$ cat src/rtl/ctm_pkg.sv
package ctm_pkg;

  typedef enum logic [1:0] {
    CTM_COUNTER = 2'd0,
    CTM_TIMER   = 2'd1,
    CTM_TIMEOUT = 2'd2
  } ctm_mode_e;

  // Time-out mode overrides the timer/counter select.
  function automatic ctm_mode_e ctm_pick_mode(input logic tmo, input logic timer);
    if (tmo)   return CTM_TIMEOUT;
    if (timer) return CTM_TIMER;
    return CTM_COUNTER;
  endfunction

endpackage

$ cat src/rtl/ctm_preset.sv
module ctm_preset #(
  parameter int BYTE_W = 8,
  parameter int NBYTES = 2,
  localparam int CNT_W = BYTE_W * NBYTES
) (
  input  logic              clk,
  input  logic              rst_n,
  input  logic [NBYTES-1:0] wr_strobe,
  input  logic [BYTE_W-1:0] wr_data,
  output logic [CNT_W-1:0]  preset
);

  for (genvar b = 0; b < NBYTES; b++) begin : g_byte
    logic [BYTE_W-1:0] byte_q;

    always_ff @(posedge clk or negedge rst_n) begin
      if (!rst_n)            byte_q <= '0;
      else if (wr_strobe[b]) byte_q <= wr_data;
    end

    assign preset[b*BYTE_W +: BYTE_W] = byte_q;

    AST_BYTE_WRITE: assert property (@(posedge clk) disable iff (!rst_n)
      wr_strobe[b] |=> byte_q == $past(wr_data));
  end

endmodule

$ cat src/rtl/ctm_core.sv
module ctm_core
  import ctm_pkg::*;
#(
  parameter int CNT_W = 16
) (
  input  logic             clk,
  input  logic             rst_n,
  input  logic             tick_en,
  input  logic             timer_sel,
  input  logic             start,
  input  logic             stop,
  input  logic             tmo_on,
  input  logic             tmo_off,
  input  logic             rx_char,
  input  logic [CNT_W-1:0] preset,
  output logic [CNT_W-1:0] cnt,
  output logic             ready,
  output logic             wave
);

  localparam logic [CNT_W-1:0] ONE = CNT_W'(1);

  logic [CNT_W-1:0] cnt_q;
  logic             running_q;
  logic             ready_q;
  logic             wave_q;
  logic             tmo_q;
  ctm_mode_e        mode_w;

  // Named internal events
  logic load_ev;
  logic step_ev;
  logic term_ev;

  function automatic logic at_terminal(input logic [CNT_W-1:0] c, input ctm_mode_e m);
    if (m == CTM_TIMER) return c <= ONE;
    return c == ONE;
  endfunction

  function automatic logic [CNT_W-1:0] step_value(input logic [CNT_W-1:0] c,
                                                  input ctm_mode_e m,
                                                  input logic [CNT_W-1:0] p);
    if (m == CTM_TIMER && at_terminal(c, m)) return p;
    return c - ONE;
  endfunction

  assign mode_w  = ctm_pick_mode(tmo_q, timer_sel);
  assign load_ev = !stop && (start || (tmo_q && rx_char));
  assign step_ev = !stop && !load_ev && running_q && tick_en;
  assign term_ev = step_ev && at_terminal(cnt_q, mode_w);

  always_ff @(posedge clk or negedge rst_n) begin
    if (!rst_n) begin
      cnt_q     <= '0;
      running_q <= 1'b0;
      ready_q   <= 1'b0;
      wave_q    <= 1'b0;
      tmo_q     <= 1'b0;
    end else begin
      if (tmo_off)     tmo_q <= 1'b0;
      else if (tmo_on) tmo_q <= 1'b1;

      if (stop) begin
        running_q <= 1'b0;
        ready_q   <= 1'b0;
        wave_q    <= 1'b0;
      end else if (load_ev) begin
        cnt_q     <= preset;
        running_q <= 1'b1;
        wave_q    <= 1'b0;
      end else if (step_ev) begin
        cnt_q <= step_value(cnt_q, mode_w, preset);
        if (term_ev) begin
          ready_q <= 1'b1;
          wave_q  <= (mode_w == CTM_TIMER) ? ~wave_q : 1'b1;
          if (mode_w == CTM_TIMEOUT) running_q <= 1'b0;
        end
      end
    end
  end

  assign cnt   = cnt_q;
  assign ready = ready_q;
  assign wave  = wave_q;

  AST_STOP_CLEARS: assert property (@(posedge clk) disable iff (!rst_n)
    stop |=> (!ready_q && !wave_q));
  AST_LOAD_PRESET: assert property (@(posedge clk) disable iff (!rst_n)
    load_ev |=> cnt_q == $past(preset));
  AST_STEP_DOWN: assert property (@(posedge clk) disable iff (!rst_n)
    (step_ev && !term_ev) |=> cnt_q == CNT_W'($past(cnt_q) - ONE));
  AST_IDLE_HOLD: assert property (@(posedge clk) disable iff (!rst_n)
    (!tick_en && !load_ev) |=> $stable(cnt_q));
  AST_TERM_READY: assert property (@(posedge clk) disable iff (!rst_n)
    term_ev |=> ready_q);
  AST_TIMER_TOGGLE: assert property (@(posedge clk) disable iff (!rst_n)
    (term_ev && mode_w == CTM_TIMER) |=> wave_q != $past(wave_q));
  AST_COUNTER_ZERO: assert property (@(posedge clk) disable iff (!rst_n)
    (term_ev && mode_w == CTM_COUNTER) |=> (cnt_q == '0 && wave_q && running_q));
  AST_TMO_HALT: assert property (@(posedge clk) disable iff (!rst_n)
    (term_ev && mode_w == CTM_TIMEOUT) |=> (!running_q && cnt_q == '0));
  AST_RX_IGNORED: assert property (@(posedge clk) disable iff (!rst_n)
    (rx_char && !tmo_q && !start && !stop && !running_q) |=> $stable(cnt_q));
  AST_STOP_WINS: assert property (@(posedge clk) disable iff (!rst_n)
    (stop && start) |=> $stable(cnt_q));

endmodule

$ cat src/rtl/ctm_readback.sv
module ctm_readback #(
  parameter int BYTE_W = 8,
  localparam int CNT_W = 2 * BYTE_W
) (
  input  logic              clk,
  input  logic              rst_n,
  input  logic              rd_lo,
  input  logic              rd_hi,
  input  logic [CNT_W-1:0]  cnt,
  output logic [BYTE_W-1:0] rd_data
);

  logic [CNT_W-1:0]  snap_q;
  logic [BYTE_W-1:0] rd_q;

  always_ff @(posedge clk or negedge rst_n) begin
    if (!rst_n) begin
      snap_q <= '0;
      rd_q   <= '0;
    end else if (rd_lo) begin
      snap_q <= cnt;
      rd_q   <= cnt[BYTE_W-1:0];
    end else if (rd_hi) begin
      rd_q   <= snap_q[CNT_W-1:BYTE_W];
    end
  end

  assign rd_data = rd_q;

  AST_LO_READ: assert property (@(posedge clk) disable iff (!rst_n)
    rd_lo |=> rd_data == $past(cnt[BYTE_W-1:0]));
  AST_RD_HOLD: assert property (@(posedge clk) disable iff (!rst_n)
    (!rd_lo && !rd_hi) |=> $stable(rd_data));

endmodule

$ cat src/rtl/cnt_timer16.sv
module cnt_timer16 #(
  parameter int BYTE_W = 8,
  localparam int CNT_W = 2 * BYTE_W
) (
  input  logic              clk,
  input  logic              rst_n,
  input  logic              tick_en,
  input  logic              timer_sel,
  input  logic              cmd_start,
  input  logic              cmd_stop,
  input  logic              tmo_on,
  input  logic              tmo_off,
  input  logic              rx_char,
  input  logic              wr_lo,
  input  logic              wr_hi,
  input  logic [BYTE_W-1:0] wr_data,
  input  logic              rd_lo,
  input  logic              rd_hi,
  output logic [BYTE_W-1:0] rd_data,
  output logic [CNT_W-1:0]  cnt_value,
  output logic              wave_out,
  output logic              ready
);

  logic [CNT_W-1:0] preset_w;
  logic [CNT_W-1:0] cnt_w;

  ctm_preset #(.BYTE_W(BYTE_W), .NBYTES(2)) u_preset (
    .clk       (clk),
    .rst_n     (rst_n),
    .wr_strobe ({wr_hi, wr_lo}),
    .wr_data   (wr_data),
    .preset    (preset_w)
  );

  ctm_core #(.CNT_W(CNT_W)) u_core (
    .clk       (clk),
    .rst_n     (rst_n),
    .tick_en   (tick_en),
    .timer_sel (timer_sel),
    .start     (cmd_start),
    .stop      (cmd_stop),
    .tmo_on    (tmo_on),
    .tmo_off   (tmo_off),
    .rx_char   (rx_char),
    .preset    (preset_w),
    .cnt       (cnt_w),
    .ready     (ready),
    .wave      (wave_out)
  );

  ctm_readback #(.BYTE_W(BYTE_W)) u_read (
    .clk     (clk),
    .rst_n   (rst_n),
    .rd_lo   (rd_lo),
    .rd_hi   (rd_hi),
    .cnt     (cnt_w),
    .rd_data (rd_data)
  );

  assign cnt_value = cnt_w;

endmodule

$ cat config.mk
export PLATFORM = sky130hd
export DESIGN_NAME = cnt_timer16
export DESIGN_NICKNAME = d
export VERILOG_FILES = /design/src/rtl/ctm_pkg.sv /design/src/rtl/ctm_preset.sv /design/src/rtl/ctm_core.sv /design/src/rtl/ctm_readback.sv /design/src/rtl/cnt_timer16.sv
export SDC_FILE = /design/constraint.sdc
export NUM_CORES = 1
export LEC_CHECK = 0
export BUFFER_PORTS_ARGS = -buffer_cell sky130_fd_sc_hd__buf_4
export CAP_MARGIN = 40
export CORE_AREA = 2 2 64 82
export CTS_BUF_LIST = sky130_fd_sc_hd__clkbuf_16
export DETAILED_ROUTE_END_ITERATION = 10
export DIE_AREA = 0 0 66 84
export HOLD_SLACK_MARGIN = 0.1
export PLACE_DENSITY = 0.89
export SYNTH_ARGS = -nofsm -noshare
export SYNTH_HDL_FRONTEND = slang
export SYNTH_SLANG_ARGS = --single-unit
$ cat constraint.sdc
create_clock -name clk -period 3.63 [get_ports clk]
set_input_delay 0.5445 -clock clk [delete_from_list [all_inputs] [get_ports clk]]
set_output_delay 0.5445 -clock clk [all_outputs]
set_load 0.02 [all_outputs]
==> flow_metrics.py, run 1 <==
metrics = {
    "sta": {
        "relSlewSlack_pct": 57.28,
        "timing.fmax_mhz": 406.4,
        "whs_ns": 0.2713,
        "finalSetupTns_ns": 0,
        "slew_viol_final": 0,
        "rsz0062_at_grt": "no",
        "setup_viol": 0,
        "final-hold-violation-count": 0,
        "fin_worst_skew_ns": 0.006357,
        "final.period_utilization_pct": 67.79,
        "min_period_ns": 2.461,
        "tightest_slew_ns": 0.6407,
        "setup_ws_ns": 1.169,
    },
    "critical_path": {
        "cp.required_ns": 3.86,
        "timing.rr.start": "u_core.cnt[0]",
        "cp-end-kind": "flop",
        "cp_max_fo": 6,
        "crit_type": "flop to flop",
        "startpoint_type": "flop",
        "arrival_ns": 2.69,
        "critPathLaunch": "u_core.cnt[0]",
    },
    "finish": {
        "fin_nets": 295,
        "drive_gt1_share_pct": 33.46,
        "syn2layout_area_growth_pct": 20.05,
        "diodes": 0,
        "final_cell_mix": "dfrtp_1 (52), buf_4 (48), mux2_2 (24)",
        "final_common_cell": "dfrtp_1",
        "fin_util_pct": 62.87,
        "n_fill_cell": 411,
    },
    "power_and_ir_drop": {
        "p_per_area_mw_per_mm2": 562.5,
        "peakVddDrop_mv": 0.4102,
        "power_mw": 1.719,
        "p_leak_nw": 1.295,
    },
    "synthesis": {
        "synth_simple_gate_area_share_pct": 15.04,
        "synth_compound_area_share_pct": 14.64,
        "ys_seq_area_share_pct": 51.11,
        "synth_top_family_by_area": "simple AND/OR/NAND/NOR gates",
        "synth.mux.area_fraction_pct": 14.94,
        "synth_cell_types": 42,
        "postSynthAreaPerCell_um2": 10.97,
        "synth_top_area_share_pct": 51.11,
        "synthesis.area_mm2": 0.002546,
        "synth_xor_area_share_pct": 0,
        "synth_top_cells_by_area": "dfrtp_1 (51%), mux2_2 (11%), mux2i_1 (4.3%)",
        "synthAdderAreaFrac_pct": 0.9828,
        "syn_nets": 255,
        "synth_seq_cells": 52,
        "yosysWarnings": 0,
        "synth_largest_area_cell": "dfrtp_1",
        "synthCells": 232,
    },
    "clock_tree": {
        "cts_setup_buffers": 0,
        "max-clock-path-buffers": 2,
        "path_clk_slew_ns": 0.06,
        "hold_buffers": 0,
        "h-tree-depth": 2,
        "cts_tree": "yes",
        "numCtsBuffers": 5,
        "cts_num_sinks": 52,
        "cts_resized": 0,
        "clock_latency_ns": 0.29,
        "root_buffer": "clkbuf_16",
    },
    "global_route": {
        "overflow": 0,
        "grt_util_all_layers_pct": 23.70,
        "grt_max_degree": 53,
        "grt_pass1_wl_mm": 9.949,
        "grt_pass1_vias": 2079,
        "grt_antenna_before_repair": 0,
    },
    "routing": {
        "drc_errors": 0,
        "wl_mm": 5.826,
        "drt_pass1_iterations": 4,
        "dr_wl_met3_um": 372,
        "wl_met2_mm": 3.063,
        "detail_route.iter0.violations": 217,
        "wl_met1_mm": 2.257,
        "routed.top_layer": "met4",
        "vias_per_cell": 6.165,
        "via_count": 2059,
        "wl_per_cell_um": 17.44,
        "antenna_left": 0,
    },
    "placed_design": {
        "gp_congestion": 0.8887,
        "port-buffer-count": 46,
        "dp_worst_setup_slack_ns": 1.230,
        "dp_hpwl_mm": 4.274,
    },
    "floorplanning": {
        "dieArea_mm2": 0.005544,
        "ios": 47,
        "die_w_um": 66,
        "die_y_um": 84,
        "rows": 29,
        "start_util_pct": 52.37,
        "core-area_mm2": 0.004862,
    },
    "run": {
        "cap_violations": 0,
    },
    "hold_path": {
        "holdCritPathClass": "input pin to async pin",
    },
    "run_status": {
        "status": "finished, final reports clean",
    },
}
cell families (layout without fill, tap and decap cells):
group                      count (synthesis)  after routing
AOI/OAI and AO/OA                         54             54
adders and majority gates                  2              2
buffers and inverters                     20             60
DFF                                       52             52
muxes                                     35             35
and+or+nand+nor                           69             69
power breakdown:
group | total (mW) | switching [mW] | internal (mW) | leakage (nW)
combinational | 0.451 | 0.239 | 0.212 | 0.625
sequential | 0.829 | 0.146 | 0.683 | 0.605
clock | 0.440 | 0.190 | 0.250 | 0.0657
total | 1.72 | 0.574 | 1.15 | 1.30
layer usage:
layer / global-route usage, % / vias up
met2: 39.76 / 90
met4: 9.833 / 0
met1: 29.07 / 1010
li1: - / 947
met5: 0 / -
met3: 5.128 / 12
cells in the mapped netlist, drive strengths merged:
library cell and n:
nor3b 1, a21o 3, buf 4, o211ai 2, nand2 19, o21ai 17, nand3 8, a22oi 3
nand4b 2, or4 4, a31oi 1, or2 1, a21oi 9, nand4 2, o22ai 1, or3 2
o221a 4, a32oi 1, clkbuf 11, nor2b 1, dfrtp 52, inv 5, ha 2, mux2 24
nor2 10, o21a 2, o31ai 2, nor3 14, nor4 4, a2bb2oi 1, and3 1, o311ai 1
mux2i 11, a221o 3, a211oi 2, o41ai 2
metrics by stage:
stage | cells | area [µm²]
global placement | 327 | 2919
detailed placement | 327 | 2919
CTS | 334 | 3057
global route | 334 | 3057
floorplan | 232 | 2546
finish | 334 | 3057
registers in the layout (all words and copies together), names as in the netlist:
register	count
u_core.wave	1
u_preset.g_byte.byte_q	16
u_read.rd_data	8
u_read.snap_q	8
u_core.ready	1
u_core.tmo_q	1
u_core.running_q	1
u_core.cnt	16
final cells by class:
class	count	area, µm²	share of cell area [%]
tap	62	77.57	2.538
sequential	52	1301	42.57
clock inverter	2	12.51	0.4093
timing repair buffer	48	360.3	11.79
multi-input combinational	160	1161	37.99
inverter	5	18.77	0.6140
clock buffer	5	125.1	4.093
worst max-delay path: stages, from the launching register on:
cell,delay (ns)
dfrtp_1,0.45
inv_1,0.13
ha_1,0.26
nor3b_2,0.41
nand2_1,0.23
or4_1,0.52
o31ai_1,0.23
a221o_1,0.18
final timing paths:
kind | slack, ns | end | cells after the start
worst min register to register | 0.49 | u_core.ready | 1
worst max-delay path | 1.17 | u_core.cnt[14] | 7
max in group asynchronous | 2.92 | u_read.rd_data[1] | 1
worst min-delay path | 0.27 | u_core.tmo_q | 1
worst max register to register | 1.17 | u_core.cnt[14] | 7
min in group clk | 0.40 | u_core.tmo_q | 2
No activity file was read; power rests on OpenSTA's default activity.
==> inputs of run 2 (changes only) <==
- ABC_AREA: default -> 1
- CORE_AREA: 2 2 64 82 -> 2 2 70 89
- DIE_AREA: 0 0 66 84 -> 0 0 72 91
- PLACE_DENSITY: 0.89 -> 0.87
- clock period: 3.63 -> 2.1 ns (I/O delays scaled with it)
==> run 2 against run 1 <==
  * Design area rose by 10%
  * Combinational power grew to 2.7 times the previous value
  * First-iteration DRC count is 46% lower
  * Routed wire length is 12% higher
  * Sequential power rose by 71%
  * Area after synthesis grew 12%
  * Hold slack got worse by 0.10 ns
  * Synthesized cell count rose by 55%
  * Register-to-register slack worse by 0.84 ns
  * Largest cell class unchanged
==> flow_metrics.py, run 2 <==
metrics = {
    "synthesis": {
        "postSynthAreaPerCell_um2": 7.925,
        "ys.flop_type": "dfrtp_1",
        "synth_seq_cells": 52,
        "async_flop_share_pct": 100.0,
        "ys_seq_area_share_pct": 45.73,
        "synth.most_common_cell": "nand2_1",
        "yosys-top-cells-count": "nand2_1 (115), dfrtp_1 (52), inv_1 (37)",
        "synth_top_area_share_pct": 45.73,
        "synthCells": 359,
        "synthesis.area_mm2": 0.002845,
        "synth_edf_count": 0,
        "synth_largest_area_cell": "dfrtp_1",
        "synth_cell_types": 29,
        "syn_nets": 382,
        "yosysWarnings": 0,
        "synth_top_cells_by_area": "dfrtp_1 (46%), nand2_1 (15%), nand3_1 (5.5%)",
    },
    "sta": {
        "finalSetupTns_ns": 0,
        "final-hold-violation-count": 0,
        "timing.fmax_mhz": 563.2,
        "tightest_slew_ns": 0.6248,
        "relSlewSlack_pct": 58.35,
        "fin_worst_skew_ns": 0.006299,
        "min_period_ns": 1.776,
        "slew_viol_final": 0,
        "setup_viol": 0,
        "final.period_utilization_pct": 84.56,
        "rsz0062_at_grt": "no",
    },
    "power_and_ir_drop": {
        "p_leak_nw": 1.742,
        "p_per_area_mw_per_mm2": 1053,
        "intPower_mw": 2.243,
        "peakVddDrop_mv": 0.4059,
        "sw_frac_of_total_pct": 36.78,
        "clockPowerShare_pct": 25.3,
        "p_seq_share_pct": 40.0,
        "combPwrFrac_pct": 34.8,
        "p_switching_mw": 1.305,
    },
    "clock_tree": {
        "root_buffer": "clkbuf_16",
        "clock_latency_ns": 0.29,
        "max-clock-path-buffers": 2,
        "cts_tree": "yes",
        "path_clk_slew_ns": 0.06,
        "numCtsBuffers": 5,
        "cts_num_sinks": 52,
        "h-tree-depth": 2,
    },
    "placed_design": {
        "gp_congestion": 0.9176,
        "postPlaceCellArea_mm2": 0.003196,
        "port-buffer-count": 46,
        "dp_hpwl_mm": 4.625,
    },
    "finish": {
        "fin_nets": 428,
        "syn2layout_area_growth_pct": 18.43,
        "fin_util_pct": 59.10,
        "final_cell_mix": "nand2_1 (115), dfrtp_1 (52), buf_4 (51)",
        "diodes": 0,
        "final_common_cell": "nand2_1",
        "seq_area_mm2": 0.001301,
        "drive_gt1_share_pct": 21.92,
        "final_cell_area_mm2": 0.003369,
        "n_fill_cell": 470,
        "multi_input_area_mm2": 0.001279,
    },
    "global_route": {
        "overflow": 0,
        "grt_pass1_vias": 2482,
        "grt_util_all_layers_pct": 21.06,
        "grt_pass1_wl_mm": 10.97,
        "grt_max_degree": 53,
        "grt_antenna_before_repair": 0,
    },
    "floorplanning": {
        "ios": 47,
        "core-area_mm2": 0.005702,
        "die_y_um": 91,
        "rows": 31,
        "start_util_pct": 49.90,
        "dieArea_mm2": 0.006552,
        "die_w_um": 72,
    },
    "routing": {
        "wl_mm": 6.540,
        "drt_pass1_iterations": 5,
        "antenna_left": 0,
        "wl_met1_mm": 2.597,
        "drc_errors": 0,
        "detail_route.iter0.violations": 118,
        "routed.top_layer": "met4",
        "wl_per_cell_um": 13.86,
        "wl_met2_mm": 3.307,
        "vias_per_cell": 5.331,
        "dr_wl_met3_um": 408,
        "via_count": 2516,
    },
    "critical_path": {
        "crit_type": "flop to flop",
        "startpoint_type": "flop",
        "cp.required_ns": 2.28,
        "cp_max_fo": 16,
        "arrival_ns": 1.96,
        "cp-end-kind": "flop",
    },
    "run_status": {
        "status": "finished, final reports clean",
    },
    "run": {
        "cap_violations": 0,
    },
    "hold_path": {
        "holdCritPathClass": "input pin to flop",
    },
}
## run 2: cell types whose count changed after synthesis, sizes merged, moves of 14 or more
cell,previous run,this run
nand2,19,121
inv,5,40
nand3,8,42
nor2,10,37
mux2,24,0
o21ai,17,31
## run 2: final timing paths
path	start	endpoint	slack (ns)	cells after the start
max	u_core.cnt[0]	u_core.cnt[1]	0.32	9
min	tmo_off	u_core.tmo_q	0.17	2
max reg2reg	u_core.cnt[0]	u_core.cnt[1]	0.32	9
min reg2reg	u_read.snap_q[12]	u_read.snap_q[12]	0.48	2
max in group asynchronous	rst_n	u_read.rd_data[1]	1.09	2
min in group asynchronous	rst_n	u_preset.g_byte[1].byte_q[5]	0.59	2
## run 2: what timing repair did
| action | in CTS | in global routing |
|---|---|---|
| endpoints found under the hold margin | 52 | 0 |
| hold buffers | 1 | 0 |
| gates resized for setup | 0 | 0 |
| buffers inserted | 0 | 0 |
## run 2: final cells by class
| type | count | area share, % |
|---|---|---|
| Tap cell | 66 | 2.451 |
| Inverter | 40 | 4.456 |
| Timing Repair Buffer | 52 | 11.66 |
| Clock buffer | 5 | 3.713 |
| Multi-Input combinational cell | 254 | 37.95 |
| Clock inverter | 3 | 1.151 |
| Sequential cell | 52 | 38.62 |
## run 2: cell families (layout without fill, tap and decap cells)
kind of cell | Yosys count | count (layout) | synth area share [%]
and+or+nand+nor | 208 | 208 | 34.87
buffers and inverters | 53 | 100 | 9.323
DFF | 52 | 52 | 45.73
AOI/OAI and AO/OA | 40 | 40 | 7.960
xor gates and xnor gates | 4 | 4 | 1.232
adders and majority gates | 2 | 2 | 0.8794
## run 2: worst max-delay path, stage by stage (launching register included)
cell and delay, ns:
dfrtp_1 0.45, inv_1 0.12, ha_1 0.23, nand3_1 0.11, nand2_2 0.10, nand4_4 0.11, nand2_2 0.27, nand2_1 0.13
nand3_1 0.09, nand2_1 0.05
## run 2: power groups by stage
stage / combinational, mW / sequential, mW / clock, mW
final: 1.23 / 1.42 / 0.896
after global routing: 1.36 / 1.44 / 0.946
after CTS: 1.23 / 1.41 / 0.902
after detailed placement: 1.21 / 1.43 / 0
after global placement: 1.18 / 1.42 / 0
after floorplan: 0.661 / 1.54 / 0
## run 2: per-layer routing
metal  track usage, %  vias up
met5                0        -
met4            10.69        0
met3            3.330       23
met2            35.42      116
met1            25.70     1152
li1                 -     1225
## run 2: per-stage QoR
stage               setup slack, ns  total power [mW]  instances  hold WS [ns]
floorplan                    0.4583             2.204        359       0.01941
global route                 0.1621             3.749        472        0.1669
detailed placement           0.3478             2.638        463        0.3758
CTS                          0.3187             3.548        472        0.1711
global placement             0.4117             2.600        463        0.3695
finish                       0.3243             3.548        472        0.1686
==> inputs of run 3 (changes only) <==
- CORE_AREA: 2 2 70 89 -> 2 2 68 86
- DIE_AREA: 0 0 72 91 -> 0 0 70 88
- PLACE_DENSITY: 0.87 -> 0.88
- clock period: 2.1 -> 1.65 ns (I/O delays scaled with it)
==> run 3 against run 2 <==
  * Routed wire length up 8.9%
  * Sequential share of layout area down 2.5 points
  * Critical path depth up 1
==> flow_metrics.py, run 3 (same netlist as run 2, synthesis figures left out) <==
metrics = {
    "critical_path": {
        "crit_type": "flop to flop",
        "crit_buf_inv": 2,
        "cp.required_ns": 1.83,
        "cp-end-kind": "flop",
        "crit_chain": "inv_2, ha_4, nand3_2, nand2_2, nand4_4, buf_6, nand3_2, nand2_1, nand2_1, nand2_1",
        "cp_max_fo": 8,
        "startpoint_type": "flop",
        "arrival_ns": 1.78,
        "cp.depth": 10,
        "crit_top_cell": "nand2_1",
        "cpPeakStageDelay_ns": 0.41,
        "slowest_stage": "dfrtp_1",
        "reg2regPathDepth": 10,
        "cp_top_family": "simple AND/OR/NAND/NOR gates",
    },
    "finish": {
        "syn2layout_area_growth_pct": 26.87,
        "drive_gt1_share_pct": 29.01,
        "final_cells": 488,
        "diodes": 0,
        "final_cell_area_mm2": 0.003610,
        "final_common_cell": "nand2_1",
        "fin_nets": 446,
        "final_cell_mix": "nand2_1 (110), buf_4 (65), dfrtp_1 (51)",
    },
    "sta": {
        "rsz0062_at_grt": "yes",
        "final-hold-violation-count": 0,
        "relSlewSlack_pct": 56.44,
        "min_period_ns": 1.597,
        "final.period_utilization_pct": 96.76,
        "timing.fmax_mhz": 626.3,
        "whs_ns": 0.1043,
        "setup_viol": 0,
        "fin_worst_skew_ns": 0.004868,
        "tightest_slew_ns": 0.6534,
        "slew_viol_final": 0,
    },
    "power_and_ir_drop": {
        "peakVddDrop_mv": 0.7347,
        "clockPowerShare_pct": 23.9,
        "p_switching_mw": 1.770,
        "sw_frac_of_total_pct": 36.88,
        "p_leak_nw": 1.859,
        "p_per_area_mw_per_mm2": 1330,
        "intPower_mw": 3.030,
        "p_seq_share_pct": 35.9,
        "combPwrFrac_pct": 40.2,
        "power_mw": 4.800,
    },
    "global_route": {
        "overflow": 0,
        "grt_pass1_wl_mm": 11.28,
        "grt_pass1_vias": 2461,
        "grt_antenna_before_repair": 0,
        "grt_max_degree": 53,
        "grt_util_all_layers_pct": 22.81,
    },
    "clock_tree": {
        "max-clock-path-buffers": 2,
        "root_buffer": "clkbuf_16",
        "numCtsBuffers": 5,
        "path_clk_slew_ns": 0.07,
        "cts_tree": "yes",
        "h-tree-depth": 2,
        "clock_latency_ns": 0.29,
        "cts_num_sinks": 52,
    },
    "routing": {
        "drc_errors": 0,
        "vias_per_cell": 5.361,
        "via_count": 2616,
        "antenna_left": 0,
        "detail_route.iter0.violations": 219,
        "wl_mm": 7.124,
        "wl_per_cell_um": 14.60,
        "drt_pass1_iterations": 4,
    },
    "placed_design": {
        "postPlaceCellArea_mm2": 0.003298,
        "port-buffer-count": 46,
        "dpl.cell_count": 475,
        "gp_congestion": 0.9133,
        "dp_hpwl_mm": 4.925,
    },
    "floorplanning": {
        "die_y_um": 88,
        "core-area_mm2": 0.005330,
        "ios": 47,
        "rows": 30,
        "die_w_um": 70,
        "dieArea_mm2": 0.006160,
        "start_util_pct": 53.38,
    },
    "run": {
        "cap_violations": 0,
    },
    "run_status": {
        "status": "finished, final reports clean",
    },
    "hold_path": {
        "holdCritPathClass": "input pin to flop",
        "hold_depth": 2,
    },
}
-- run 3: worst paths after layout --
check                                        from  slack, ns                      endpoint
worst min-delay path                      tmo_off       0.10                  u_core.tmo_q
worst max register to register      u_core.cnt[1]       0.05                u_core.cnt[12]
worst min register to register  u_read.snap_q[12]       0.48             u_read.snap_q[12]
min in group asynchronous                   rst_n       0.53  u_preset.g_byte[1].byte_q[5]
max in group asynchronous                   rst_n       0.64                 u_core.cnt[3]
worst max-delay path                u_core.cnt[1]       0.05                u_core.cnt[12]
-- run 3: repair_timing --
item / CTS / global route
pin swaps: 0 / 6
hold endpoints to repair: 52 / 0
buffers inserted: 0 / 3
gates cloned: 0 / 1
endpoints found under the setup margin: 11 / 17
hold buffers: 1 / 0
gates resized for setup: 3 / 22
-- run 3: cell type report --
| cell class | count | area, µm² |
|---|---|---|
| fill | 419 | 1720 |
| multi-input combinational | 254 | 1353 |
| sequential | 52 | 1303 |
| timing repair buffer | 70 | 560.5 |
| inverter | 40 | 150.1 |
| clock buffer | 5 | 125.1 |
| tap | 64 | 80.08 |
| clock inverter | 3 | 38.79 |
-- run 3: power by group through the flow --
| stage | clock network, mW | registers, mW | logic [mW] |
|---|---|---|---|
| finish | 1.15 | 1.72 | 1.93 |
| global route | 1.21 | 1.76 | 2.11 |
| CTS | 1.16 | 1.72 | 1.81 |
| detailed placement | 0 | 1.74 | 1.77 |
| global placement | 0 | 1.73 | 1.73 |
| floorplan | 0 | 1.96 | 0.841 |
-- run 3: metal layers --
layer  global-route usage [%]  vias up  wire, µm
met2                    39.57      101      3606
met5                        0        -         0
met1                    29.19     1227      2879
li1                         -     1265         -
met3                    3.452       23       389
met4                    8.392        0       250
-- run 3: metrics by stage --
step / utilization (%) / setup TNS, ns / worst slack (ns)
floorplan: - / 0 / 0.008301
global placement: 61.88 / 0 / 0.03354
detailed placement: 61.88 / -0.07023 / -0.03189
CTS: 65.33 / 0 / 0.03100
global route: 67.72 / -0.4804 / -0.08639
finish: 67.72 / 0 / 0.05338
